$ cat config.mk
export PLATFORM = sky130hd
export DESIGN_NAME = pin_ctrl_bank
export DESIGN_NICKNAME = d
export VERILOG_FILES = /design/src/rtl/pcr_pkg.sv /design/src/rtl/pcr_reg.sv /design/src/rtl/pin_detect.sv /design/src/rtl/pin_ctrl_bank.sv
export SDC_FILE = /design/constraint.sdc
export NUM_CORES = 1
export LEC_CHECK = 0
export ABC_AREA = 1
export BUFFER_PORTS_ARGS = -buffer_cell sky130_fd_sc_hd__buf_2
export CAP_MARGIN = 25
export CORE_ASPECT_RATIO = 0.7
export CORE_UTILIZATION = 40
export DETAILED_ROUTE_END_ITERATION = 7
export GPL_ROUTABILITY_DRIVEN = 0
export SLEW_MARGIN = 0
export SYNTH_ARGS = -nofsm -noshare
export SYNTH_HDL_FRONTEND = slang
export SYNTH_SLANG_ARGS = --single-unit
$ cat constraint.sdc
create_clock -name clk -period 1.6 [get_ports clk]
set_input_delay 0.24 -clock clk [delete_from_list [all_inputs] [get_ports clk]]
set_output_delay 0.24 -clock clk [all_outputs]
set_load 0.02 [all_outputs]
$ cat src/rtl/pcr_pkg.sv
package pcr_pkg;
  localparam int LOCK_BIT = 15;
  localparam int MUX_LSB  = 8;
  localparam int DSE_BIT  = 6;
  localparam int ODE_BIT  = 5;
  localparam int PFE_BIT  = 4;
  localparam int IRQ_LSB  = 16;

  localparam logic [31:0] IMPL_MASK = 32'h000F_8770;

  typedef enum logic [3:0] {
    IRQ_OFF  = 4'h0,
    IRQ_RISE = 4'h9,
    IRQ_FALL = 4'hA,
    IRQ_BOTH = 4'hB,
    IRQ_HIGH = 4'hC
  } irq_mode_e;

  typedef struct packed {
    logic       lock;
    logic [2:0] mux;
    logic       dse;
    logic       ode;
    logic       pfe;
    logic [3:0] irqc;
  } pin_cfg_t;

  function automatic logic [31:0] pack_cfg(input pin_cfg_t c);
    logic [31:0] w;
    w = '0;
    w[IRQ_LSB+:4]  = c.irqc;
    w[LOCK_BIT]    = c.lock;
    w[MUX_LSB+:3]  = c.mux;
    w[DSE_BIT]     = c.dse;
    w[ODE_BIT]     = c.ode;
    w[PFE_BIT]     = c.pfe;
    return w;
  endfunction
endpackage

$ cat src/rtl/pcr_reg.sv
module pcr_reg
  import pcr_pkg::*;
(
  input  logic        clk,
  input  logic        rst_n,
  input  logic        wr_en,
  input  logic [31:0] wdata,
  output pin_cfg_t    cfg
);
  logic reserved_unused;
  assign reserved_unused = ^{wdata[31:20], wdata[14:11], wdata[7], wdata[3:0]};

  always_ff @(posedge clk or negedge rst_n) begin
    if (!rst_n) begin
      cfg <= '0;
    end else if (wr_en) begin
      cfg.irqc <= wdata[IRQ_LSB+:4];
      if (!cfg.lock) begin
        cfg.lock <= wdata[LOCK_BIT];
        cfg.mux  <= wdata[MUX_LSB+:3];
        cfg.dse  <= wdata[DSE_BIT];
        cfg.ode  <= wdata[ODE_BIT];
        cfg.pfe  <= wdata[PFE_BIT];
      end
    end
  end

  // once locked, the lower half never changes
  assert_lock_freeze_R1: assert property (@(posedge clk) disable iff (!rst_n)
    cfg.lock |=> $stable({cfg.lock, cfg.mux, cfg.dse, cfg.ode, cfg.pfe}));

  // interrupt condition follows every write
  assert_irqc_open_R4: assert property (@(posedge clk) disable iff (!rst_n)
    wr_en |=> (cfg.irqc == $past(wdata[IRQ_LSB+:4])));
endmodule

$ cat src/rtl/pin_detect.sv
module pin_detect
  import pcr_pkg::*;
#(
  parameter int SYNC_STAGES = 2
) (
  input  logic       clk,
  input  logic       rst_n,
  input  logic       pin_in,
  input  logic [3:0] mode,
  input  logic       enable,
  output logic       evt
);
  logic [SYNC_STAGES-1:0] sync_q;
  logic                   prev_q;
  logic                   now_lvl;
  logic                   hit;

  assign now_lvl = sync_q[SYNC_STAGES-1];

  always_ff @(posedge clk or negedge rst_n) begin
    if (!rst_n) begin
      sync_q <= '0;
      prev_q <= 1'b0;
    end else begin
      sync_q <= {sync_q[SYNC_STAGES-2:0], pin_in};
      prev_q <= now_lvl;
    end
  end

  always_comb begin
    case (mode)
      IRQ_RISE: hit = now_lvl & ~prev_q;
      IRQ_FALL: hit = ~now_lvl & prev_q;
      IRQ_BOTH: hit = now_lvl ^ prev_q;
      IRQ_HIGH: hit = now_lvl;
      default:  hit = 1'b0;
    endcase
  end

  assign evt = enable & hit;

  // a disabled pin raises nothing
  assert_off_quiet_R8: assert property (@(posedge clk) disable iff (!rst_n)
    !enable |-> !evt);

  // reserved codes raise nothing
  assert_reserved_quiet_R7: assert property (@(posedge clk) disable iff (!rst_n)
    !(mode inside {IRQ_RISE, IRQ_FALL, IRQ_BOTH, IRQ_HIGH}) |-> !evt);

  // a rising-mode event needs a new high level
  assert_rise_edge_R5: assert property (@(posedge clk) disable iff (!rst_n)
    (evt && mode == IRQ_RISE) |-> (now_lvl && !$past(now_lvl)));
endmodule

$ cat src/rtl/pin_ctrl_bank.sv
module pin_ctrl_bank
  import pcr_pkg::*;
#(
  parameter int NUM_PINS    = 4,
  parameter int ADDR_W      = 3,
  parameter int SYNC_STAGES = 2
) (
  input  logic                  clk,
  input  logic                  rst_n,
  input  logic                  bus_wr,
  input  logic [ADDR_W-1:0]     bus_addr,
  input  logic [31:0]           bus_wdata,
  output logic [31:0]           bus_rdata,
  input  logic [NUM_PINS-1:0]   pin_in,
  output logic [3*NUM_PINS-1:0] pin_mux,
  output logic [NUM_PINS-1:0]   pin_drive,
  output logic [NUM_PINS-1:0]   pin_odrain,
  output logic [NUM_PINS-1:0]   pin_filt,
  output logic                  irq_out
);
  localparam logic [ADDR_W-1:0] STAT_ADDR = ADDR_W'(NUM_PINS);

  pin_cfg_t            cfg_arr [NUM_PINS];
  logic [NUM_PINS-1:0] evt_vec;
  logic [NUM_PINS-1:0] flag_q;
  logic [NUM_PINS-1:0] clr_vec;
  logic                stat_wr;

  for (genvar i = 0; i < NUM_PINS; i++) begin : g_pin
    logic wr_sel;
    assign wr_sel = bus_wr && (bus_addr == ADDR_W'(i));

    pcr_reg u_reg (
      .clk   (clk),
      .rst_n (rst_n),
      .wr_en (wr_sel),
      .wdata (bus_wdata),
      .cfg   (cfg_arr[i])
    );

    pin_detect #(.SYNC_STAGES(SYNC_STAGES)) u_det (
      .clk    (clk),
      .rst_n  (rst_n),
      .pin_in (pin_in[i]),
      .mode   (cfg_arr[i].irqc),
      .enable (cfg_arr[i].mux != 3'b000),
      .evt    (evt_vec[i])
    );

    assign pin_mux[3*i+:3] = cfg_arr[i].mux;
    assign pin_drive[i]    = cfg_arr[i].dse;
    assign pin_odrain[i]   = cfg_arr[i].ode;
    assign pin_filt[i]     = cfg_arr[i].pfe;
  end

  assign stat_wr = bus_wr && (bus_addr == STAT_ADDR);
  assign clr_vec = stat_wr ? bus_wdata[NUM_PINS-1:0] : '0;

  // set wins over clear in the same cycle
  always_ff @(posedge clk or negedge rst_n) begin
    if (!rst_n) flag_q <= '0;
    else        flag_q <= (flag_q & ~clr_vec) | evt_vec;
  end

  assign irq_out = |flag_q;

  always_comb begin
    bus_rdata = '0;
    for (int p = 0; p < NUM_PINS; p++) begin
      if (bus_addr == ADDR_W'(p)) bus_rdata = pack_cfg(cfg_arr[p]);
    end
    if (bus_addr == STAT_ADDR) bus_rdata[NUM_PINS-1:0] = flag_q;
  end

  // flags are sticky without a status write
  assert_flag_sticky_R9: assert property (@(posedge clk) disable iff (!rst_n)
    !stat_wr |=> ((flag_q & $past(flag_q)) == $past(flag_q)));

  // the interrupt line only rises after a detected event
  assert_irq_cause_R10: assert property (@(posedge clk) disable iff (!rst_n)
    $rose(irq_out) |-> $past(|evt_vec));

  // reserved bits of pin words read zero
  assert_rsv_zero_R3: assert property (@(posedge clk) disable iff (!rst_n)
    (bus_addr < STAT_ADDR) |-> ((bus_rdata & ~IMPL_MASK) == 32'h0));
endmodule

Word level (Yosys, flattened, before mapping)
Index checks and enable logic that the tools add are counted.

Input port bits: 42. Register bits after elaboration: 60. Output and inout bits: 57.

Reduce and logical (&&, ||, !) cells: 15. Bitwise gates (word level): 31. Equality and inequality tests: 20. Multiplexer cells: 14.

Operators by type and width (count): 4-bit == test (second input constant) (16); 32-bit 2-to-1 mux (2); 20-bit 2-to-1 mux (2); 7-bit 2-to-1 mux (4); 1-bit case mux with 4 select lines (4); 1-bit bitwise AND (12); 1-bit inverter (12); 3-bit nonzero test (4); 4-bit 2-to-1 mux (2); 2-bit AND reduction (4); 3-bit by 2-bit == test with 1-bit output (second input constant) (2); 1-bit logical AND (5); 4-bit bitwise AND (1); 4-bit inverter (1); 4-bit bitwise OR (1); 4-bit OR reduction (1); 1-bit bitwise XOR (4); 3-bit by 1-bit == test with 1-bit output (second input constant) (1); 3-bit == test (second input constant) (1); 3-bit zero test (1).

Depth between registers and ports, before layout
Gate-level depths: netlist (run 1).

Depth after elaboration: 6. Gate-level depth with buffers: 7.

Modules after synthesis
Synthesis (run 1) repeated with hierarchy kept, for this count alone.

Cells, all modules: 414. Area total of the unflattened synthesis: 3269.4 um2.

By module, submodules not included: pcr_reg (area an instance 425.4 um2, cells each 47, instances 4); pin_ctrl_bank (area an instance 872.1 um2, cells each 130, instances 1); pin_detect (area an instance 173.9 um2, cells each 24, instances 4).

Worst setup path before layout (run 1)
Ideal clock, no wire load.

Path type: input to output. Start point: input bus_addr[2]. End point: output bus_rdata[10]. Stages on the path: 6. Setup slack: 0.360 ns. Data required time: 1.360 ns. Data arrival time: 1.000 ns. Cell sequence: inv_1 nand2_2 nor2_1 buf_2 nand2_1 nand4_1.

Longest elaborated chain between the ends: 5. Elaborated cells on any way between the ends: 8. Classes of those cells: eq/ne (3); mux (4); reduce/logical (1).

Ends and longest elaborated chain: from (decl) (line pin_ctrl_bank.sv:11) `input logic [ADDR_W-1:0] bus_addr,`; 3-bit zero test (line pin_ctrl_bank.sv:70) `if (bus_addr == ADDR_W'(p)) bus_rdata = pack_cfg(cfg_arr[p]);`; 20-bit 2-to-1 mux (2 in series) (line pin_ctrl_bank.sv:70); 32-bit 2-to-1 mux (line pin_ctrl_bank.sv:70); 32-bit 2-to-1 mux (*) (line pin_ctrl_bank.sv:70); to (decl) (line pin_ctrl_bank.sv:13) `output logic [31:0] bus_rdata,`.

Mark *: on every way between the ends. The rest lies on a longest branch, timed or not.

Final worst setup path (run 1)
Start point: input bus_addr[2]. End point: output bus_rdata[19].

The elaborated chain is that of the path after synthesis.

==> results of run 1 <==
[worst min-delay path by stage]
stage,start,endpoint,slack (ns),depth (start not counted)
global placement,rst_n,g_pin[3].u_det.sync_q[0],0.23,1
detailed placement,rst_n,g_pin[3].u_det.sync_q[0],0.22,1
floorplan,rst_n,flag_q[0],-0.06,0
finish,pin_in[2],g_pin[2].u_det.sync_q[0],0.02,1
CTS,pin_in[2],g_pin[2].u_det.sync_q[0],0.02,1
global route,pin_in[1],g_pin[1].u_det.sync_q[0],0.01,1
[sequential cells by signal, summed over array words and instances (netlist names)]
register	flops
g_pin.u_reg.cfg	44
flag_q	4
g_pin.u_det.sync_q	8
g_pin.u_det.prev_q	4
[where the power goes]
| part | switching (W) | leakage [nW] | internal [W] |
|---|---|---|---|
| clock network | 0.000607 | 0.140 | 0.00115 |
| logic | 0.000317 | 1.19 | 0.000170 |
| registers | 0.000124 | 0.763 | 0.00163 |
| total | 0.00105 | 2.09 | 0.00295 |
[metal layers]
| layer | routed length, um | part of all wire, % |
|---|---|---|
| met1 | 3815 | 49 |
| met2 | 3313 | 43 |
| met3 | 533 | 6.9 |
| met4 | 62 | 0.80 |
| met5 | 0 | 0 |
[per-stage QoR]
stage	total power [W]	hold slack (ns)	cells
6_report	0.003996	0.01932	558
5_1_grt	0.004210	0.01013	558
4_1_cts	0.004031	0.01774	558
3_5_place_dp	0.002263	0.2237	543
3_3_place_gp	0.002243	0.2282	543
2_1_floorplan	0.002069	-0.05559	418
[layout by cell type (no fill, tap or decap), types with 3 or more instances in the layout]
cell type	instances
nand2_1	145
buf_2	64
dfrtp_1	60
inv_1	45
o21ai_0	28
nand3_1	24
conb_1	17
nand4_1	16
nor2_1	11
clkbuf_16	9
buf_4	9
ha_1	8
o21ai_1	6
a21oi_1	4
clkbuf_8	3
[area by class of cell]
class / instances / area, um^2
Timing Repair Buffer: 76 / 437.9
Fill cell: 743 / 3757
Clock buffer: 12 / 266.5
Tap cell: 98 / 122.6
Multi-Input combinational cell: 265 / 1217
Clock inverter: 2 / 10.01
Sequential cell: 60 / 1501
Inverter: 45 / 168.9
[kinds of logic (layout without fill, tap and decap cells)]
logic type	Yosys count	after routing	share of synthesized area, %
AOI/OAI and AO/OA	38	38	5.989
adders and majority gates	8	8	3.152
buffers and inverters	93	135	16.27
and+or+nand+nor	202	202	27.19
DFF	60	60	47.28
other	1	17	0.1181
==> impl_metrics.env, run 1 <==
export IMPL_maximum_buffer_depth_of_the_clock_tree=2
export IMPL_fin_tns_setup_ns=0
export IMPL_critical_path_cell_count=8
export IMPL_rows=26
export IMPL_groute_usage_overall_pct=20.65
export IMPL_power_static_leakage_nw=2.091
export IMPL_grt_use_met3_pct=6.330
export IMPL_numCtsBuffers=9
export IMPL_timing_critical_path_max_delay_family="buffers and inverters"
export IMPL_yosysUniqueCellTypes=16
export IMPL_timing_critical_path_mode_cell="buf_2"
export IMPL_synth_area_um2=3176
export IMPL_min_delay_path_class="input pin to register"
export IMPL_floorplan_core_area_um2=7482
export IMPL_stdcell_area_um2=3725
export IMPL_cts_root_buf="clkbuf_16"
export IMPL_vertical_die_dimension_um=76.55
export IMPL_post_route_util_pct=49.78
export IMPL_synth_largest_area_cell="dfrtp_1"
export IMPL_synthTopCellsByArea="dfrtp_1 47%, nand2_1 17%, buf_4 10%, inv_1 5.3%, o21ai_0 4.4%"
export IMPL_setup_violations=0
export IMPL_synth_cells_most_frequent="145 x nand2_1, 60 x dfrtp_1, 45 x inv_1, 43 x buf_4, 28 x o21ai_0"
export IMPL_worst_setup_ep_type="output pin"
export IMPL_max_freq_mhz=690.3
export IMPL_worst_r2r_path_depth=6
export IMPL_final_critical_path_required_period_ns=1.449
export IMPL_worst_slack_ns=0.1513
export IMPL_grt_first_pass_wirelength_um=12770
export IMPL_start_util_pct=42.44
export IMPL_dpl_instance_area_um2=3438
export IMPL_cts_repair_resize_count=0
export IMPL_crit_arrival_ns=1.21
export IMPL_r2r_setup_slack_ns=0.45
export IMPL_synth_sequential_area_ratio_pct=47.28
export IMPL_drt_first_pass_iters=5
export IMPL_boundaryPins=99
export IMPL_worst_setup_path_endpoint="bus_rdata[19]"
export IMPL_status="finished, final reports clean"
export IMPL_r2r_start="g_pin[0].u_det.sync_q[1]"
export IMPL_dominant_synthesized_flop_cell="dfrtp_1"
export IMPL_synth_top_cell_area_share_pct=47.28
export IMPL_cpMaxStageDelayCell="buf_4"
export IMPL_synth_edff_count=0
export IMPL_ys_warnings_count=0
export IMPL_vias_per_cell=4.694
export IMPL_fin_crit_sh_pct=90.54
export IMPL_finalHoldViolCount=0
export IMPL_floorplan_die_area_um2=8305
export IMPL_timing_rr_end="flag_q[0]"
export IMPL_ir_drop_v=0.0004173
export IMPL_worstSetupPathType="input pin to output pin"
export IMPL_htreeDepth=3
export IMPL_globalRoute_totalOverflow=0
export IMPL_slew_violations=0
export IMPL_grt_max_degree=24
export IMPL_finalClockSkew_ns=0.004722
export IMPL_detailedPlacementHpwl_um=6041
export IMPL_layout_nets=507
export IMPL_yosys_cell_count_top_type="nand2_1"
export IMPL_routed_wire_length_per_instance_um=13.84
export IMPL_worst_skew_pair_late_latency_ns=0.32
export IMPL_async_reset_ff_share_pct=100.0
export IMPL_globalRoute_busiestLayer="met1"
export IMPL_worst_setup_path_start_kind="input pin"
export IMPL_vias_in_the_first_global_route=2442
export IMPL_synth_ff_latch_count=60
export IMPL_dp_worst_setup_slack_ns=0.08878
export IMPL_timing_critical_path_required_ns=1.36
export IMPL_synth_avg_cell_area_um2=7.899
export IMPL_power_density_nw_per_um2=1073
export IMPL_antenna_diode_count=0
export IMPL_cpPeakStageDelay_ns=0.19
export IMPL_max_cap_violations=0
export IMPL_final_layout_size_suffix_gt1_share_pct=20.65
export IMPL_global_route_usage_met2_pct=28.67
export IMPL_timing_critical_path_cells="buf_2 > inv_1 > nand2_2 > nor2_1 > buf_4 > nand2_1 > nand4_1 > buf_2"
export IMPL_numClockSinks=60
export IMPL_cp_startpoint="bus_addr[2]"
export IMPL_detailroute_via_count=2619
export IMPL_crit_path_max_fanout=12
export IMPL_dr_first_iter_drc_count=137
export IMPL_io_buffers=64
export IMPL_post_synth_inst_count=402
export IMPL_clk_transition_reported_paths_ns=0.05
export IMPL_grt_antenna_before_repair=0
export IMPL_layout_overhead_on_the_synthesized_area_pct=17.30
export IMPL_clock_tree_from_tritoncts="built"
export IMPL_cp_buffers_inverters=4
export IMPL_post_cts_setup_inserts=0
export IMPL_rsz_0062_raised_after_global_routing="false"
export IMPL_chipWidth_um=108.5
export IMPL_grt_util_met1_pct=31.02
export IMPL_cts_hold_repair_buffers=1
export IMPL_route_final_wire_length_um=7724
export IMPL_detail_route_drc_violations=0
export IMPL_drtAntennaViolNets=0
(Power assumes the default switching activity.)
==> inputs of run 2 (changes only) <==
- ABC_AREA: 1 -> default
- CAP_MARGIN: 25 -> default
- CTS_CLUSTER_DIAMETER: default -> 50
==> impl_metrics.env, run 2 <==
export IMPL_layout_nets=411
export IMPL_rsz_0062_raised_after_global_routing="true"
export IMPL_timing_critical_path_cells="mux4_2 > nor2b_1 > buf_2"
export IMPL_numClockSinks=60
export IMPL_numCtsBuffers=9
export IMPL_stdcell_area_um2=4290
export IMPL_post_synth_inst_count=251
export IMPL_synth_top_cell_area_share_pct=45.52
export IMPL_antenna_diode_count=0
export IMPL_maximum_buffer_depth_of_the_clock_tree=2
export IMPL_final_layout_size_suffix_gt1_share_pct=56.56
export IMPL_groute_usage_overall_pct=18.40
export IMPL_ir_drop_v=0.0007295
export IMPL_finalClockSkew_ns=0.005985
export IMPL_crit_arrival_ns=1.49
export IMPL_worstSetupPathType="register to output pin"
export IMPL_grt_max_degree=51
export IMPL_detail_route_drc_violations=0
export IMPL_route_final_wire_length_um=7747
export IMPL_drtAntennaViolNets=0
export IMPL_globalRoute_totalOverflow=0
export IMPL_fin_crit_sh_pct=108.2
export IMPL_final_critical_path_required_period_ns=1.731
export IMPL_synth_edff_count=0
export IMPL_yosysUniqueCellTypes=32
export IMPL_dpl_instance_area_um2=3620
export IMPL_io_buffers=64
export IMPL_clock_tree_from_tritoncts="built"
export IMPL_start_util_pct=41.54
export IMPL_most_frequent_standard_cell_in_the_layout_excluding_fill_and_tap_cells="buf_4"
export IMPL_drt_first_pass_iters=4
export IMPL_worst_skew_pair_late_latency_ns=0.32
export IMPL_rows=27
export IMPL_power_static_leakage_nw=2.132
export IMPL_routed_wire_length_per_instance_um=16.59
export IMPL_failed_checks="setup timing"
export IMPL_floorplan_core_area_um2=7939
export IMPL_max_cap_violations=0
export IMPL_grt_first_pass_wirelength_um=12000
export IMPL_worst_setup_ep_type="output pin"
export IMPL_max_freq_mhz=577.7
export IMPL_cpMaxStageDelayCell="mux4_2"
export IMPL_vias_per_cell=4.901
export IMPL_async_reset_ff_share_pct=100.0
export IMPL_largestRegisters="g_pin.u_reg.cfg x44, g_pin.u_det.sync_q x8"
export IMPL_mostFrequentLayoutCells="72 x buf_4, 60 x dfrtp_1, 57 x buf_2"
export IMPL_status="finished, violations left"
export IMPL_cts_root_buf="clkbuf_16"
export IMPL_synth_sequential_area_ratio_pct=45.52
export IMPL_synth_cells_most_frequent="60 x dfrtp_1, 43 x buf_4, 20 x mux2_2, 18 x mux2_4, 12 x nand2_1"
export IMPL_slew_violations=0
export IMPL_vertical_die_dimension_um=77.97
export IMPL_boundaryPins=99
export IMPL_floorplan_die_area_um2=8618
export IMPL_worst_slack_ns=-0.1309
export IMPL_crit_path_max_fanout=3
export IMPL_synth_area_um2=3298
export IMPL_worst_setup_path_start_kind="register"
export IMPL_fin_tns_setup_ns=-1.199
export IMPL_synth_largest_area_cell="dfrtp_1"
export IMPL_yosys_cell_count_top_type="dfrtp_1"
export IMPL_layout_overhead_on_the_synthesized_area_pct=30.08
export IMPL_ys_warnings_count=0
export IMPL_htreeDepth=3
export IMPL_timing_critical_path_max_delay_family="multiplexers"
export IMPL_synthTopCellsByArea="dfrtp_1 46%, buf_4 9.8%, mux2_4 8.2%, mux4_2 7.5%, mux2_2 6.8%"
export IMPL_detailedPlacementHpwl_um=5273
export IMPL_chipWidth_um=110.5
export IMPL_clk_transition_reported_paths_ns=0.06
export IMPL_synth_avg_cell_area_um2=13.14
export IMPL_cp_buffers_inverters=1
export IMPL_setup_violations=12
export IMPL_detailroute_via_count=2289
export IMPL_cpPeakStageDelay_ns=0.47
export IMPL_finalHoldViolCount=0
export IMPL_min_delay_path_class="input pin to register"
export IMPL_vias_in_the_first_global_route=2269
export IMPL_timing_critical_path_required_ns=1.36
export IMPL_synth_ff_latch_count=60
export IMPL_dr_first_iter_drc_count=98
export IMPL_largest_reg_flops=44
export IMPL_dominant_synthesized_flop_cell="dfrtp_1"
export IMPL_grt_antenna_before_repair=0
export IMPL_power_density_nw_per_um2=1528
export IMPL_largest_reg_by_ff_count="g_pin.u_reg.cfg"
export IMPL_r2r_setup_slack_ns=0.18
## run 2: cell count changes after synthesis, sizes merged, moves of 7 or more
cell	change
inv	-36
mux2	+40
mux4	+11
nand2	-135
nand3	-24
nand4	-16
nor2	-7
nor2b	+13
o21ai	-30
## run 2: cell type report
class / count / area (um^2)
Tap cell: 101 / 126.4
Fill cell: 691 / 3649
Sequential cell: 60 / 1501
Timing Repair Buffer: 135 / 918.4
Clock inverter: 6 / 55.05
Inverter: 9 / 33.78
Multi-Input combinational cell: 146 / 1426
Clock buffer: 10 / 229.0
## run 2: report_power, final
group / total (W) / internal [W] / switching [W] / leakage, nW
combinational: 0.00255 / 0.00141 / 0.00115 / 1.28
sequential: 0.00215 / 0.00191 / 0.000237 / 0.707
clock: 0.00185 / 0.00119 / 0.000663 / 0.146
## run 2: kinds of logic after synthesis
logic type               after synthesis  synth area share, %
multiplexers                          51                23.22
flip-flops                            60                45.52
AND/OR/NAND/NOR                       46                9.332
buffers and inverters                 61                13.47
adder cells (fa/ha/maj)                8                3.035
other                                  1               0.1137
AO/OA/AOI/OAI                         24                5.311
## run 2: worst register-to-register path, delay by kind of cell, from the launching register on
family	cells	cell delay, ns
buffers and inverters	3	0.42
DFF	1	0.38
muxes	1	0.30
and+or+nand+nor	1	0.21
## run 2: final timing paths
| kind | from | to | depth (start not counted) |
|---|---|---|---|
| hold / removal | pin_in[1] | g_pin[1].u_det.sync_q[0] | 1 |
| min in group asynchronous | rst_n | g_pin[1].u_reg.cfg[9] | 2 |
| setup reg to reg | g_pin[0].u_reg.cfg[10] | g_pin[0].u_reg.cfg[7] | 5 |
| setup / recovery | g_pin[0].u_reg.cfg[4] | bus_rdata[4] | 3 |
| hold reg to reg | g_pin[2].u_det.sync_q[0] | g_pin[2].u_det.sync_q[1] | 0 |
| max in group asynchronous | rst_n | g_pin[2].u_det.sync_q[1] | 3 |
## run 2: repair_timing
item | in CTS | in global routing
hold buffers | 1 | 0
gates resized for setup | 7 | 5
hold endpoints to repair | 10 | 0
pin swaps | 1 | 0
setup endpoints to repair | 12 | 12
setup buffers | 33 | 12
## run 2: routing by layer
metal,track usage [%],part of all wire (%),up-vias,wire [um]
li1,-,-,1054,-
met1,25.47,49,1147,3789
met2,27.08,44,83,3399
met3,6.797,6.7,5,516
met4,4.933,0.53,0,41
met5,0,0,-,0
## run 2: metrics by stage
step / power (W) / setup slack [ns] / util (%) / hold WS [ns] / cells
floorplan: 0.003753 / 0.1078 / - / -0.05559 / 267
global placement: 0.004124 / -0.2293 / 45.60 / 0.1311 / 405
detailed placement: 0.004155 / -0.2158 / 45.60 / 0.1327 / 405
CTS: 0.006425 / -0.1524 / 52.67 / 0.01381 / 455
global route: 0.006869 / -0.1709 / 54.04 / 0.01052 / 467
finish: 0.006557 / -0.1309 / 54.04 / 0.02333 / 467
==> inputs of run 3 (changes only) <==
- SETUP_SLACK_MARGIN: default -> 0.1
==> impl_metrics.env, run 3 (synthesized netlist as in run 2, its figures left out) <==
export IMPL_status="finished, violations left"
export IMPL_failed_checks="setup timing"
export IMPL_layout_overhead_on_the_synthesized_area_pct=30.35
export IMPL_largestRegisters="g_pin.u_reg.cfg x44, g_pin.u_det.sync_q x8"
export IMPL_power_density_nw_per_um2=1526
export IMPL_detail_route_drc_violations=0
export IMPL_timing_rr_end="g_pin[0].u_reg.cfg[7]"
export IMPL_clk_transition_reported_paths_ns=0.06
export IMPL_globalRoute_totalOverflow=0
export IMPL_ir_drop_v=0.0007294
export IMPL_floorplan_die_area_um2=8618
export IMPL_drt_first_pass_iters=4
export IMPL_rsz_0062_raised_after_global_routing="true"
export IMPL_detailedPlacementHpwl_um=5273
export IMPL_boundaryPins=99
export IMPL_clock_tree_from_tritoncts="built"
export IMPL_worst_setup_path_start_kind="register"
export IMPL_cts_root_buf="clkbuf_16"
export IMPL_max_freq_mhz=578.2
export IMPL_timing_critical_path_required_ns=1.36
export IMPL_maximum_buffer_depth_of_the_clock_tree=2
export IMPL_post_route_util_pct=54.15
export IMPL_slew_violations=0
export IMPL_numCtsBuffers=9
export IMPL_r2r_start="g_pin[0].u_reg.cfg[10]"
export IMPL_grt_max_degree=51
export IMPL_worstSetupPathType="register to output pin"
export IMPL_finalClockSkew_ns=0.005403
export IMPL_io_buffers=64
export IMPL_grt_first_pass_wirelength_um=12000
export IMPL_layout_nets=411
export IMPL_crit_path_max_fanout=3
export IMPL_largest_reg_flops=44
export IMPL_final_critical_path_required_period_ns=1.729
export IMPL_crit_arrival_ns=1.49
export IMPL_mostFrequentLayoutCells="72 x buf_4, 60 x dfrtp_1, 56 x buf_2"
export IMPL_place_inst=405
export IMPL_largest_reg_by_ff_count="g_pin.u_reg.cfg"
export IMPL_worst_slack_ns=-0.1294
export IMPL_fin_crit_sh_pct=108.1
export IMPL_setup_violations=12
export IMPL_routed_wire_length_per_instance_um=16.73
export IMPL_groute_usage_overall_pct=18.40
export IMPL_finalHoldViolCount=0
export IMPL_whs_path_depth=1
export IMPL_start_util_pct=41.54
export IMPL_max_cap_violations=0
export IMPL_detailroute_via_count=2293
export IMPL_timing_hold_worst_endpoint="g_pin[3].u_det.sync_q[0]"
export IMPL_worst_setup_ep_type="output pin"
export IMPL_vertical_die_dimension_um=77.97
export IMPL_chipWidth_um=110.5
export IMPL_final_layout_size_suffix_gt1_share_pct=56.83
export IMPL_fin_tns_setup_ns=-1.198
export IMPL_min_delay_path_class="input pin to register"
export IMPL_nFillCells=692
export IMPL_htreeDepth=3
export IMPL_numClockSinks=60
export IMPL_dr_first_iter_drc_count=105
export IMPL_antenna_diode_count=0
export IMPL_vias_in_the_first_global_route=2269
export IMPL_route_final_wire_length_um=7813
export IMPL_drtAntennaViolNets=0
export IMPL_worst_r2r_path_depth=5
export IMPL_r2r_setup_slack_ns=0.18
export IMPL_most_frequent_standard_cell_in_the_layout_excluding_fill_and_tap_cells="buf_4"
export IMPL_grt_antenna_before_repair=0
export IMPL_cp_startpoint="g_pin[0].u_reg.cfg[4]"
export IMPL_power_static_leakage_nw=2.133
export IMPL_rows=27
export IMPL_floorplan_core_area_um2=7939
export IMPL_final_cell_count_no_fill=467
export IMPL_worstHoldStart="pin_in[3]"
export IMPL_worst_skew_pair_late_latency_ns=0.32
export IMPL_vias_per_cell=4.910
## run 3: cell counts in the layout (fill, tap and decap cells not counted)
No cell type changed its count.
## run 3: worst max path at each step
stage | end | slack (ns) | depth (start not counted)
2_1_floorplan | bus_rdata[16] | 0.11 | 4
3_3_place_gp | bus_rdata[5] | -0.23 | 4
3_5_place_dp | bus_rdata[17] | -0.22 | 4
4_1_cts | bus_rdata[17] | -0.15 | 3
5_1_grt | bus_rdata[19] | -0.17 | 3
6_report | bus_rdata[4] | -0.13 | 3
## run 3: report_power, final
| group | switching (W) | leakage (nW) | total (W) | internal (W) |
|---|---|---|---|---|
| registers | 0.000237 | 0.707 | 0.00215 | 0.00191 |
| logic | 0.00115 | 1.28 | 0.00256 | 0.00141 |
| clock network | 0.000663 | 0.146 | 0.00185 | 0.00119 |
| total | 0.00205 | 2.13 | 0.00656 | 0.00451 |
## run 3: worst max-delay path, stage by stage (launching register included)
cell and delay, ns:
dfrtp_1 0.40, mux4_2 0.47, nor2b_1 0.14, buf_2 0.16
## run 3: per-layer routing
metal	vias up	GRT usage, %	part of all wire, %
li1	1054	-	-
met1	1169	25.47	50
met2	67	27.08	44
met3	3	6.797	5.7
met4	0	4.933	0.41
met5	-	0	0
## run 3: area by class of cell
type | count | area, um^2 | share of cell area, %
clock buffers | 10 | 229.0 | 5.326
clock inverters | 6 | 55.05 | 1.281
inverters | 9 | 33.78 | 0.7858
multi-input cells | 146 | 1429 | 33.24
flip-flops and latches | 60 | 1501 | 34.92
well taps | 101 | 126.4 | 2.939
repair buffers | 135 | 924.6 | 21.51
## run 3: timing repair
action,4_1_cts,5_1_grt
gates cloned,0,0
endpoints found under the hold margin,10,0
buffers inserted,33,12
endpoints found under the setup margin,12,16
gates resized for setup,7,8
pin swaps,1,0
hold buffers,1,0
## run 3: per-stage QoR
stage	power, W	hold slack [ns]	area [um^2]	worst slack (ns)
floorplan	0.003753	-0.05559	3358	0.1078
detailed placement	0.004155	0.1327	3620	-0.2158
finish	0.006562	0.02355	4299	-0.1294
global placement	0.004124	0.1311	3620	-0.2293
CTS	0.006425	0.01381	4182	-0.1524
global route	0.006874	0.01052	4299	-0.1709
